$ cat config.mk
export PLATFORM = sky130hd
export DESIGN_NAME = spi_shift_engine
export DESIGN_NICKNAME = d
export VERILOG_FILES = /design/src/rtl/spi_eng_pkg.sv /design/src/rtl/spi_eng_regs.sv /design/src/rtl/spi_eng_clkdiv.sv /design/src/rtl/spi_eng_shifter.sv /design/src/rtl/spi_eng_pinmux.sv /design/src/rtl/spi_shift_engine.sv
export SDC_FILE = /design/constraint.sdc
export NUM_CORES = 1
export LEC_CHECK = 0
export ABC_AREA = 1
export BUFFER_PORTS_ARGS = -buffer_cell sky130_fd_sc_hd__buf_2
export CORE_MARGIN = 2
export CORE_UTILIZATION = 30
export CTS_CLUSTER_SIZE = 8
export DETAILED_ROUTE_END_ITERATION = 16
export GPL_ROUTABILITY_DRIVEN = 1
export GPL_TIMING_DRIVEN = 1
export PLACE_DENSITY = 0.48
export SYNTH_ARGS = -nofsm -noshare
export SYNTH_HDL_FRONTEND = slang
export SYNTH_SLANG_ARGS = --single-unit
$ cat constraint.sdc
create_clock -name clk -period 8.01 [get_ports clk]
set_clock_uncertainty 0.1 [all_clocks]
set_input_delay 1.2015 -clock clk [delete_from_list [all_inputs] [get_ports clk]]
set_output_delay 1.2015 -clock clk [all_outputs]
set_load 0.05 [all_outputs]
$ cat src/rtl/spi_eng_pkg.sv
package spi_eng_pkg;

    localparam int DATA_W  = 32;
    localparam int ADDR_W  = 5;
    localparam int DIV_W   = 6;
    localparam int NUM_CS  = 3;
    localparam int CNT_W   = $clog2(DATA_W) + 1;

    localparam logic [ADDR_W-1:0] OFS_GATE = 5'h00;
    localparam logic [ADDR_W-1:0] OFS_RATE = 5'h04;
    localparam logic [ADDR_W-1:0] OFS_PINS = 5'h08;
    localparam logic [ADDR_W-1:0] OFS_TXW  = 5'h10;
    localparam logic [ADDR_W-1:0] OFS_CMD  = 5'h14;
    localparam logic [ADDR_W-1:0] OFS_RXW  = 5'h18;

    localparam int CMD_GO_BIT  = 31;
    localparam int CMD_CS_LSB  = 28;
    localparam int CMD_END_BIT = 26;

    localparam int PIN_MOSI_BIT = 0;
    localparam int PIN_SCK_BIT  = 8;
    localparam int PIN_CS_LSB   = 16;
    localparam logic [DATA_W-1:0] PINS_RESET = 32'h0007_0000;

    typedef enum logic [1:0] {
        ENG_IDLE = 2'd0,
        ENG_LOW  = 2'd1,
        ENG_HIGH = 2'd2
    } eng_state_e;

    typedef struct packed {
        logic [NUM_CS-1:0] cs_sel;
        logic              release_cs;
        logic [CNT_W-1:0]  nbits;
    } xfer_req_t;

    function automatic xfer_req_t decode_cmd(input logic [DATA_W-1:0] w);
        xfer_req_t r;
        logic [CNT_W-1:0] c;
        r.cs_sel = '0;
        for (int i = NUM_CS - 1; i >= 0; i--) begin
            if (w[CMD_CS_LSB + i]) begin
                r.cs_sel    = '0;
                r.cs_sel[i] = 1'b1;
            end
        end
        r.release_cs = w[CMD_END_BIT];
        c = w[CNT_W-1:0];
        if (c == '0 || c > CNT_W'(DATA_W)) r.nbits = CNT_W'(DATA_W);
        else                              r.nbits = c;
        return r;
    endfunction

endpackage

$ cat src/rtl/spi_eng_regs.sv
module spi_eng_regs
    import spi_eng_pkg::*;
(
    input  logic              clk,
    input  logic              rst,
    input  logic              bus_en,
    input  logic              bus_wr,
    input  logic [ADDR_W-1:0] bus_addr,
    input  logic [DATA_W-1:0] bus_wdata,
    output logic [DATA_W-1:0] bus_rdata,
    input  logic              busy,
    input  logic [DATA_W-1:0] rx_word,
    output logic              gate_en,
    output logic [DIV_W-1:0]  div_val,
    output logic [DATA_W-1:0] pins_word,
    output logic [DATA_W-1:0] txw_word,
    output logic              start,
    output xfer_req_t         req
);

    logic [DATA_W-1:0] gate_q, rate_q, pins_q, txw_q, cmd_q;
    logic wr_hit;

    assign wr_hit = bus_en && bus_wr;

    always_ff @(posedge clk) begin
        if (rst) begin
            gate_q <= '0;
            rate_q <= '0;
            pins_q <= PINS_RESET;
            txw_q  <= '0;
            cmd_q  <= '0;
        end else if (wr_hit) begin
            case (bus_addr)
                OFS_GATE: gate_q <= bus_wdata;
                OFS_RATE: rate_q <= bus_wdata;
                OFS_PINS: pins_q <= bus_wdata;
                OFS_TXW:  if (!busy) txw_q <= bus_wdata;
                OFS_CMD:  if (!busy) cmd_q <= bus_wdata;
                default:  ;
            endcase
        end
    end

    assign start = wr_hit && (bus_addr == OFS_CMD) && bus_wdata[CMD_GO_BIT]
                   && gate_q[0] && !busy;
    assign req   = decode_cmd(bus_wdata);

    always_comb begin
        bus_rdata = '0;
        if (bus_en && !bus_wr) begin
            case (bus_addr)
                OFS_GATE: bus_rdata = gate_q;
                OFS_RATE: bus_rdata = rate_q;
                OFS_PINS: bus_rdata = pins_q;
                OFS_TXW:  bus_rdata = txw_q;
                OFS_CMD:  bus_rdata = {busy, cmd_q[DATA_W-2:0]};
                OFS_RXW:  bus_rdata = rx_word;
                default:  bus_rdata = '0;
            endcase
        end
    end

    assign gate_en   = gate_q[0];
    assign div_val   = rate_q[DIV_W-1:0];
    assign pins_word = pins_q;
    assign txw_word  = txw_q;

endmodule

$ cat src/rtl/spi_eng_clkdiv.sv
module spi_eng_clkdiv
    import spi_eng_pkg::*;
(
    input  logic             clk,
    input  logic             rst,
    input  logic             run,
    input  logic             restart,
    input  logic [DIV_W-1:0] div,
    output logic             tick
);

    logic [DIV_W-1:0] cnt_q;

    assign tick = run && (cnt_q == div);

    always_ff @(posedge clk) begin
        if (rst || restart || !run || tick) cnt_q <= '0;
        else                                cnt_q <= cnt_q + 1'b1;
    end

endmodule

$ cat src/rtl/spi_eng_shifter.sv
module spi_eng_shifter
    import spi_eng_pkg::*;
(
    input  logic              clk,
    input  logic              rst,
    input  logic              start,
    input  xfer_req_t         req,
    input  logic [DATA_W-1:0] txw,
    input  logic [DIV_W-1:0]  div_in,
    input  logic              miso,
    output logic              busy,
    output logic              eng_sck,
    output logic              eng_mosi,
    output logic [NUM_CS-1:0] cs_drive,
    output logic [DATA_W-1:0] rx_word,
    output logic [DIV_W-1:0]  div_run
);

    eng_state_e        state_q;
    logic [DATA_W-1:0] sh_q, rx_q;
    logic [CNT_W-1:0]  left_q;
    logic [DIV_W-1:0]  div_q;
    logic [NUM_CS-1:0] cs_q, hold_q;
    logic              rel_q, tick;
    logic [CNT_W-1:0]  sh_amt;

    assign busy    = (state_q != ENG_IDLE);
    assign sh_amt  = CNT_W'(DATA_W) - req.nbits;
    assign div_run = div_q;

    spi_eng_clkdiv u_div (
        .clk     (clk),
        .rst     (rst),
        .run     (busy),
        .restart (start),
        .div     (div_q),
        .tick    (tick)
    );

    always_ff @(posedge clk) begin
        if (rst) begin
            state_q <= ENG_IDLE;
            sh_q    <= '0;
            rx_q    <= '0;
            left_q  <= '0;
            div_q   <= '0;
            cs_q    <= '0;
            hold_q  <= '0;
            rel_q   <= 1'b0;
        end else if (start) begin
            state_q <= ENG_LOW;
            sh_q    <= txw << sh_amt;
            rx_q    <= '0;
            left_q  <= req.nbits;
            div_q   <= div_in;
            cs_q    <= req.cs_sel;
            rel_q   <= req.release_cs;
            hold_q  <= '0;
        end else if (tick) begin
            case (state_q)
                ENG_LOW: begin
                    rx_q    <= {rx_q[DATA_W-2:0], miso};
                    state_q <= ENG_HIGH;
                end
                ENG_HIGH: begin
                    if (left_q == CNT_W'(1)) begin
                        state_q <= ENG_IDLE;
                        hold_q  <= rel_q ? '0 : cs_q;
                    end else begin
                        left_q  <= left_q - 1'b1;
                        sh_q    <= {sh_q[DATA_W-2:0], 1'b0};
                        state_q <= ENG_LOW;
                    end
                end
                default: state_q <= ENG_IDLE;
            endcase
        end
    end

    assign eng_sck  = (state_q == ENG_HIGH);
    assign eng_mosi = sh_q[DATA_W-1];
    assign cs_drive = busy ? cs_q : hold_q;
    assign rx_word  = rx_q;

endmodule

$ cat src/rtl/spi_eng_pinmux.sv
module spi_eng_pinmux
    import spi_eng_pkg::*;
(
    input  logic              busy,
    input  logic              eng_sck,
    input  logic              eng_mosi,
    input  logic [NUM_CS-1:0] cs_drive,
    input  logic [DATA_W-1:0] pins,
    output logic              sck_o,
    output logic              mosi_o,
    output logic [NUM_CS-1:0] cs_n_o
);

    assign sck_o  = busy ? eng_sck  : pins[PIN_SCK_BIT];
    assign mosi_o = busy ? eng_mosi : pins[PIN_MOSI_BIT];

    for (genvar i = 0; i < NUM_CS; i++) begin : g_cs
        assign cs_n_o[i] = pins[PIN_CS_LSB + i] & ~cs_drive[i];
    end

endmodule

$ cat src/rtl/spi_shift_engine.sv
module spi_shift_engine
    import spi_eng_pkg::*;
(
    input  logic              clk,
    input  logic              rst,
    input  logic              bus_en,
    input  logic              bus_wr,
    input  logic [ADDR_W-1:0] bus_addr,
    input  logic [DATA_W-1:0] bus_wdata,
    output logic [DATA_W-1:0] bus_rdata,
    output logic              sck_o,
    output logic              mosi_o,
    output logic [NUM_CS-1:0] cs_n_o,
    input  logic              miso_i
);

    logic              eng_busy, gate_en, start, eng_sck, eng_mosi;
    logic [DIV_W-1:0]  div_val, div_run;
    logic [DATA_W-1:0] pins_word, txw_word, rx_word;
    logic [NUM_CS-1:0] cur_cs;
    xfer_req_t         req;

    spi_eng_regs u_regs (
        .clk       (clk),
        .rst       (rst),
        .bus_en    (bus_en),
        .bus_wr    (bus_wr),
        .bus_addr  (bus_addr),
        .bus_wdata (bus_wdata),
        .bus_rdata (bus_rdata),
        .busy      (eng_busy),
        .rx_word   (rx_word),
        .gate_en   (gate_en),
        .div_val   (div_val),
        .pins_word (pins_word),
        .txw_word  (txw_word),
        .start     (start),
        .req       (req)
    );

    spi_eng_shifter u_shift (
        .clk      (clk),
        .rst      (rst),
        .start    (start),
        .req      (req),
        .txw      (txw_word),
        .div_in   (div_val),
        .miso     (miso_i),
        .busy     (eng_busy),
        .eng_sck  (eng_sck),
        .eng_mosi (eng_mosi),
        .cs_drive (cur_cs),
        .rx_word  (rx_word),
        .div_run  (div_run)
    );

    spi_eng_pinmux u_pins (
        .busy     (eng_busy),
        .eng_sck  (eng_sck),
        .eng_mosi (eng_mosi),
        .cs_drive (cur_cs),
        .pins     (pins_word),
        .sck_o    (sck_o),
        .mosi_o   (mosi_o),
        .cs_n_o   (cs_n_o)
    );

endmodule

== Word-level counts from Yosys, hierarchy flattened ==
Cells that the tools add are included.

* Word-level logic and storage cells: 86
* Register bits after elaboration: 250

* $lt $le $gt $ge: 1
* Reductions and logical operators: 27
* $add $sub $neg: 3
* Equal/unequal tests: 10
* Shift-type cells: 1
* Muxes and demuxes: 22
* Bitwise gates (word level): 7

{| class="wikitable"
|+ Operators by type and width
! kind !! count
|-
| 32-bit case mux with 6 select lines || 1
|-
| 32-bit 2-to-1 mux || 5
|-
| 32-bit by 6-bit left shift with 32-bit output || 1
|-
| 6-bit 2-to-1 mux || 5
|-
| 5-bit == test (second input constant) || 3
|-
| 3-bit 2-to-1 mux || 5
|-
| 3-bit AND reduction || 4
|-
| 2-bit AND reduction || 4
|-
| 1-bit logical AND || 7
|-
| 6-bit by 1-bit adder with 6-bit output (second input constant) || 1
|-
| 6-bit by 1-bit == test with 1-bit output (second input constant) || 1
|-
| 6-bit == test || 1
|-
| 6-bit > comparator (second input constant) || 1
|-
| 6-bit zero test || 1
|-
| 2-bit nonzero test || 3
|-
| 6-bit by 1-bit subtractor with 6-bit output (second input constant) || 1
|-
| 6-bit subtractor (first input constant) || 1
|-
| 5-bit by 3-bit == test with 1-bit output (second input constant) || 1
|-
| 5-bit by 4-bit == test with 1-bit output (second input constant) || 1
|-
| 5-bit zero test || 1
|-
| 1-bit 2-to-1 mux || 5
|-
| 1-bit logical OR || 4
|-
| 1-bit NOT || 4
|-
| 2-bit case mux with 2 select lines || 1
|-
| other kinds (6) || 9
|}

== Longest topological paths before layout ==
* Depth after elaboration: 8
* Depth in mapped cells: 19
* Depth with buffers taken out: 17

== Hierarchy ==
From an unflattened synthesis, not the netlist that was laid out.

* Cells, all modules: 2,062
* Area, all modules: 13,424.1 um2

{| class="wikitable"
|+ By module, submodules not included
! module !! area each (um2) !! cells an instance !! times used
|-
| spi_eng_regs || 7,868.8 || 1,166 || 1
|-
| spi_eng_shifter || 5,132.4 || 821 || 1
|-
| spi_eng_clkdiv || 374.1 || 62 || 1
|-
| spi_eng_pinmux || 48.8 || 13 || 1
|}

== Least setup slack after synthesis ==
OpenSTA, ideal clock, no wires.

* Kind: in2out
* Start point: in bus_addr[3]
* End point: out bus_rdata[24]
* Arrival: 3.140 ns
* Path slack: 3.569 ns
* Buffers on the path: 2
* Cell stages on the path: 8
* Required time: 6.708 ns
* Path through: inv_1 > nor4_4 > nand2_1 > inv_1 > buf_2 > buf_2 > a221oi_1 > a41oi_1

* Longest elaborated chain between the ends: 3

{| class="wikitable"
|+ Ends and longest elaborated chain
! element !! line !! text
|-
| from (decl) || spi_shift_engine.sv:8 || <nowiki>input logic [ADDR_W-1:0] bus_addr,</nowiki>
|-
| 5-bit == test (tied with other cells) || spi_eng_regs.sv:52 || <nowiki>case (bus_addr)</nowiki>
|-
| 32-bit case mux with 6 select lines * || spi_eng_regs.sv:52 ||
|-
| 32-bit 2-to-1 mux * || spi_eng_regs.sv:51 || <nowiki>if (bus_en && !bus_wr) begin</nowiki>
|-
| to (decl) || spi_shift_engine.sv:10 || <nowiki>output logic [DATA_W-1:0] bus_rdata,</nowiki>
|}

Mark *: on every way between the ends. The rest lies on a longest branch, timed or not.

== Final worst setup path ==
* Start point: in bus_addr[2]
* End point: out bus_rdata[26]

Same word-level chain as after synthesis.

==> out/qor.csv <==
stage,metric,value,unit
worst_setup_path,critical setup path kind,input pin to output pin,
worst_setup_path,crit path DAT,3880,ps
floorplan,I/O Pins,79,
yosys,synthesized area per cell,6.83,µm²
clocking,worst-case clock buffer depth,3,
power,Leak,5.64,nW
global_route,GRT Total Usage,0.224,
layout,ant diodes,0,
yosys,register area share after synthesis,0.407,
worst_setup_path,max incr delay on CP,540,ps
layout,Area Overhead vs Synth,14.2,%
clocking,clock sink total,250,
place,Final Wtd Congestion,0.867,
clocking,Post-CTS Setup Bufs,0,
worst_setup_path,Crit. End Element,output pin,
detailed_routing,total vias in the final route,12604,
timing,Worst-Margin Slew,1130,ps
yosys,Post-Syn Area,12300,µm²
timing,fin crit period,5180,ps
worst_setup_path,Critical path destination,bus_rdata[26],
detailed_routing,routed length per instance,20.1,µm
global_route,initial antenna violation count,0,
floorplan,core area,40600,µm²
timing,Setup TNS Final,0,ps
yosys,Post-synth EDFFs,0,
worst_setup_path,worst setup path startpoint,bus_addr[2],
clocking,clock-pin slew on the worst setup and hold paths,50,ps
detailed_routing,TritonRoute pass-1 iters,6,
yosys,ys flop type,dfxtp_1,
detailed_routing,Residual DRC,0,
worst_setup_path,CP max FO,20,
worst_hold_path,Worst Hold Class,flop to flop,
clocking,hold buffers post-CTS,0,
worst_hold_path,min-delay src,u_shift.rx_word[26],
timing,Slew HR,0.248,
layout,Final nets,1861,
yosys,Synth async-reset ratio,0,
timing,Final Hold Viols,0,
timing,RSZ-0062 raised after global routing,false,
worst_setup_path,r2r endpoint,u_shift.sh_q[27],
global_route,first-pass GRT wire length,72600,µm
run,Max Cap Viol,0,
floorplan,row cnt,74,
place,hpwl dp,31100,µm
clocking,CTS tree,built,
yosys,Post-Synthesis Cells,1801,
worst_setup_path,Critical Path Source Type,input pin,
yosys,"Net Count, Synth",1850,
layout,layout cells sized above 1,0.0980,
yosys,Synth Warn #,0,
clocking,Post-CTS Resized,0,
global_route,GRT Residual Overflow,0,
outcome,status,"finished, final reports clean",
floorplan,Die Y,207,µm
timing,period utilization,0.646,
place,PortBufs,78,
global_route,largest net degree at the start of global routing,110,
worst_setup_path,critical path required time,6710,ps
worst_setup_path,slowest CP cell,nor4_4,
yosys,number of synthesized register bits,250,
detailed_routing,post-detailed-route count of antenna-violating nets,0,
clocking,root buffer cell,clkbuf_16,
place,placed cell count,2305,
worst_setup_path,Reg2Reg Setup Slack,4330,ps
power,overall power,0.00294,W
worst_setup_path,reg2reg path depth,17,
layout,FILL cells,4355,
floorplan,initial cell density of the core,0.303,
clocking,Clock Latency Late Sink,550,ps
detailed_routing,initial DRC count,1192,
timing,Fmax achieved,0.193,GHz
worst_setup_path,CP Cell Sequence,"buf_2, nor4_4, nand2_1, inv_1, buf_4, nand2_1, o21ai_0, a211oi_1, a21oi_1, buf_2",
power,Max IR drop VDD,0.000112,V
floorplan,die area,42600,µm²
power,PwrDens,209,nW/µm²
detailed_routing,post-DR vias/cell,5.37,
clocking,H-tree Lvls,2,
timing,setup violators final,0,
detailed_routing,final wirelength,47200,µm
timing,final slew viol count,0,
clocking,cts bufs inserted,37,
global_route,vias in the first global route,11830,
floorplan,Die X,207,µm
yosys,post-synth cell types,45,
layout,Non-Filler Instances,2349,
worst_setup_path,Worst R2R Start,u_shift.state_q[1],
timing,hold_ws,365,ps
[kinds of logic after synthesis]
logic type,after synthesis,synth area share
simple gates,704,0.248
fa+ha+maj,7,0.00712
xor+xnor,7,0.00651
compound gates,565,0.245
buf+inv,268,0.0866
flops,250,0.407
[sequential cells by signal (all words and copies together) (netlist names)]
register             flops
u_regs.rate_q           32
u_regs.cmd_q            31
u_shift.left_q           6
u_regs.txw_word         32
u_regs.gate_q           32
u_shift.sh_q            32
u_shift.rx_word         32
u_shift.state_q          2
u_regs.pins_word        32
u_shift.div_run          6
u_shift.hold_q           3
u_shift.rel_q            1
u_shift.u_div.cnt_q      6
u_shift.cs_q             3
[synthesized netlist by cell type, types with 20 or more instances]
cell type | count | area share
o21ai_0 | 297 | 0.12
nand2_1 | 258 | 0.079
dfxtp_1 | 250 | 0.41
nor2_1 | 201 | 0.061
a21oi_1 | 187 | 0.076
nand3_1 | 181 | 0.074
inv_1 | 126 | 0.038
clkbuf_1 | 93 | 0.028
a211oi_1 | 33 | 0.020
buf_2 | 28 | 0.011
nand4_1 | 24 | 0.012
nor3_1 | 20 | 0.0081
[layer usage]
layer / wire, µm / share of wire / GRT usage
met1: 23100 / 0.49 / 0.329
met2: 20200 / 0.43 / 0.332
met3: 2880 / 0.061 / 0.0347
met4: 1040 / 0.022 / 0.0699
met5: 0 / 0 / 0
[cell usage in the layout, fill, tap and decap left out, drive strengths merged, types with 4 or more instances in the layout]
cell type	instances
a211oi	33
a21oi	187
a31oi	8
a41oi	4
buf	101
clkbuf	42
clkinv	4
dfxtp	250
ha	7
inv	137
nand2	262
nand3	185
nand4	24
nor2	207
nor3	20
o211ai	10
o21ai	305
o22ai	8
or2	4
xor2	4
[critical path: cells and delay by family]
| kind | cells | cell delay, ps |
|---|---|---|
| buffers and inverters | 4 | 1250 |
| AND/OR/NAND/NOR | 3 | 950 |
| AO/OA/AOI/OAI | 3 | 460 |
[power by group]
part / total (W) / leakage [nW] / internal (W) / switching, W
Clock: 0.00143 / 0.501 / 0.000861 / 0.000571
Combinational: 0.000253 / 3.12 / 0.0000617 / 0.000191
Sequential: 0.00126 / 2.01 / 0.00125 / 0.00000337
[how the worst min path moves through the flow]
stage                          endpoint  slack, ps  depth (start not counted)
floorplan           u_shift.rx_word[31]        330                          2
global placement      u_shift.hold_q[0]        350                          1
detailed placement    u_shift.hold_q[0]        360                          1
CTS                  u_shift.rx_word[5]        370                          2
global route          u_shift.hold_q[0]        380                          1
finish              u_shift.rx_word[27]        360                          2
[final cells by class]
type | count | area [µm²] | share of cell area
multi-input combinational | 1283 | 6270 | 0.446
inverter | 139 | 526 | 0.0374
tap | 532 | 666 | 0.0474
clock buffer | 42 | 986 | 0.0702
clock inverter | 2 | 38.8 | 0.00276
timing repair buffer | 101 | 563 | 0.0401
sequential | 250 | 5000 | 0.356
[through the flow]
step | cell area, µm² | utilization | worst slack [ps]
5_1_grt | 14100 | 0.346 | 2670
3_5_place_dp | 13000 | 0.320 | 2610
3_3_place_gp | 13000 | 0.320 | 2640
4_1_cts | 14100 | 0.346 | 2890
2_1_floorplan | 12300 | - | 3570
6_report | 14100 | 0.346 | 2830
(Power assumes the default switching activity.)
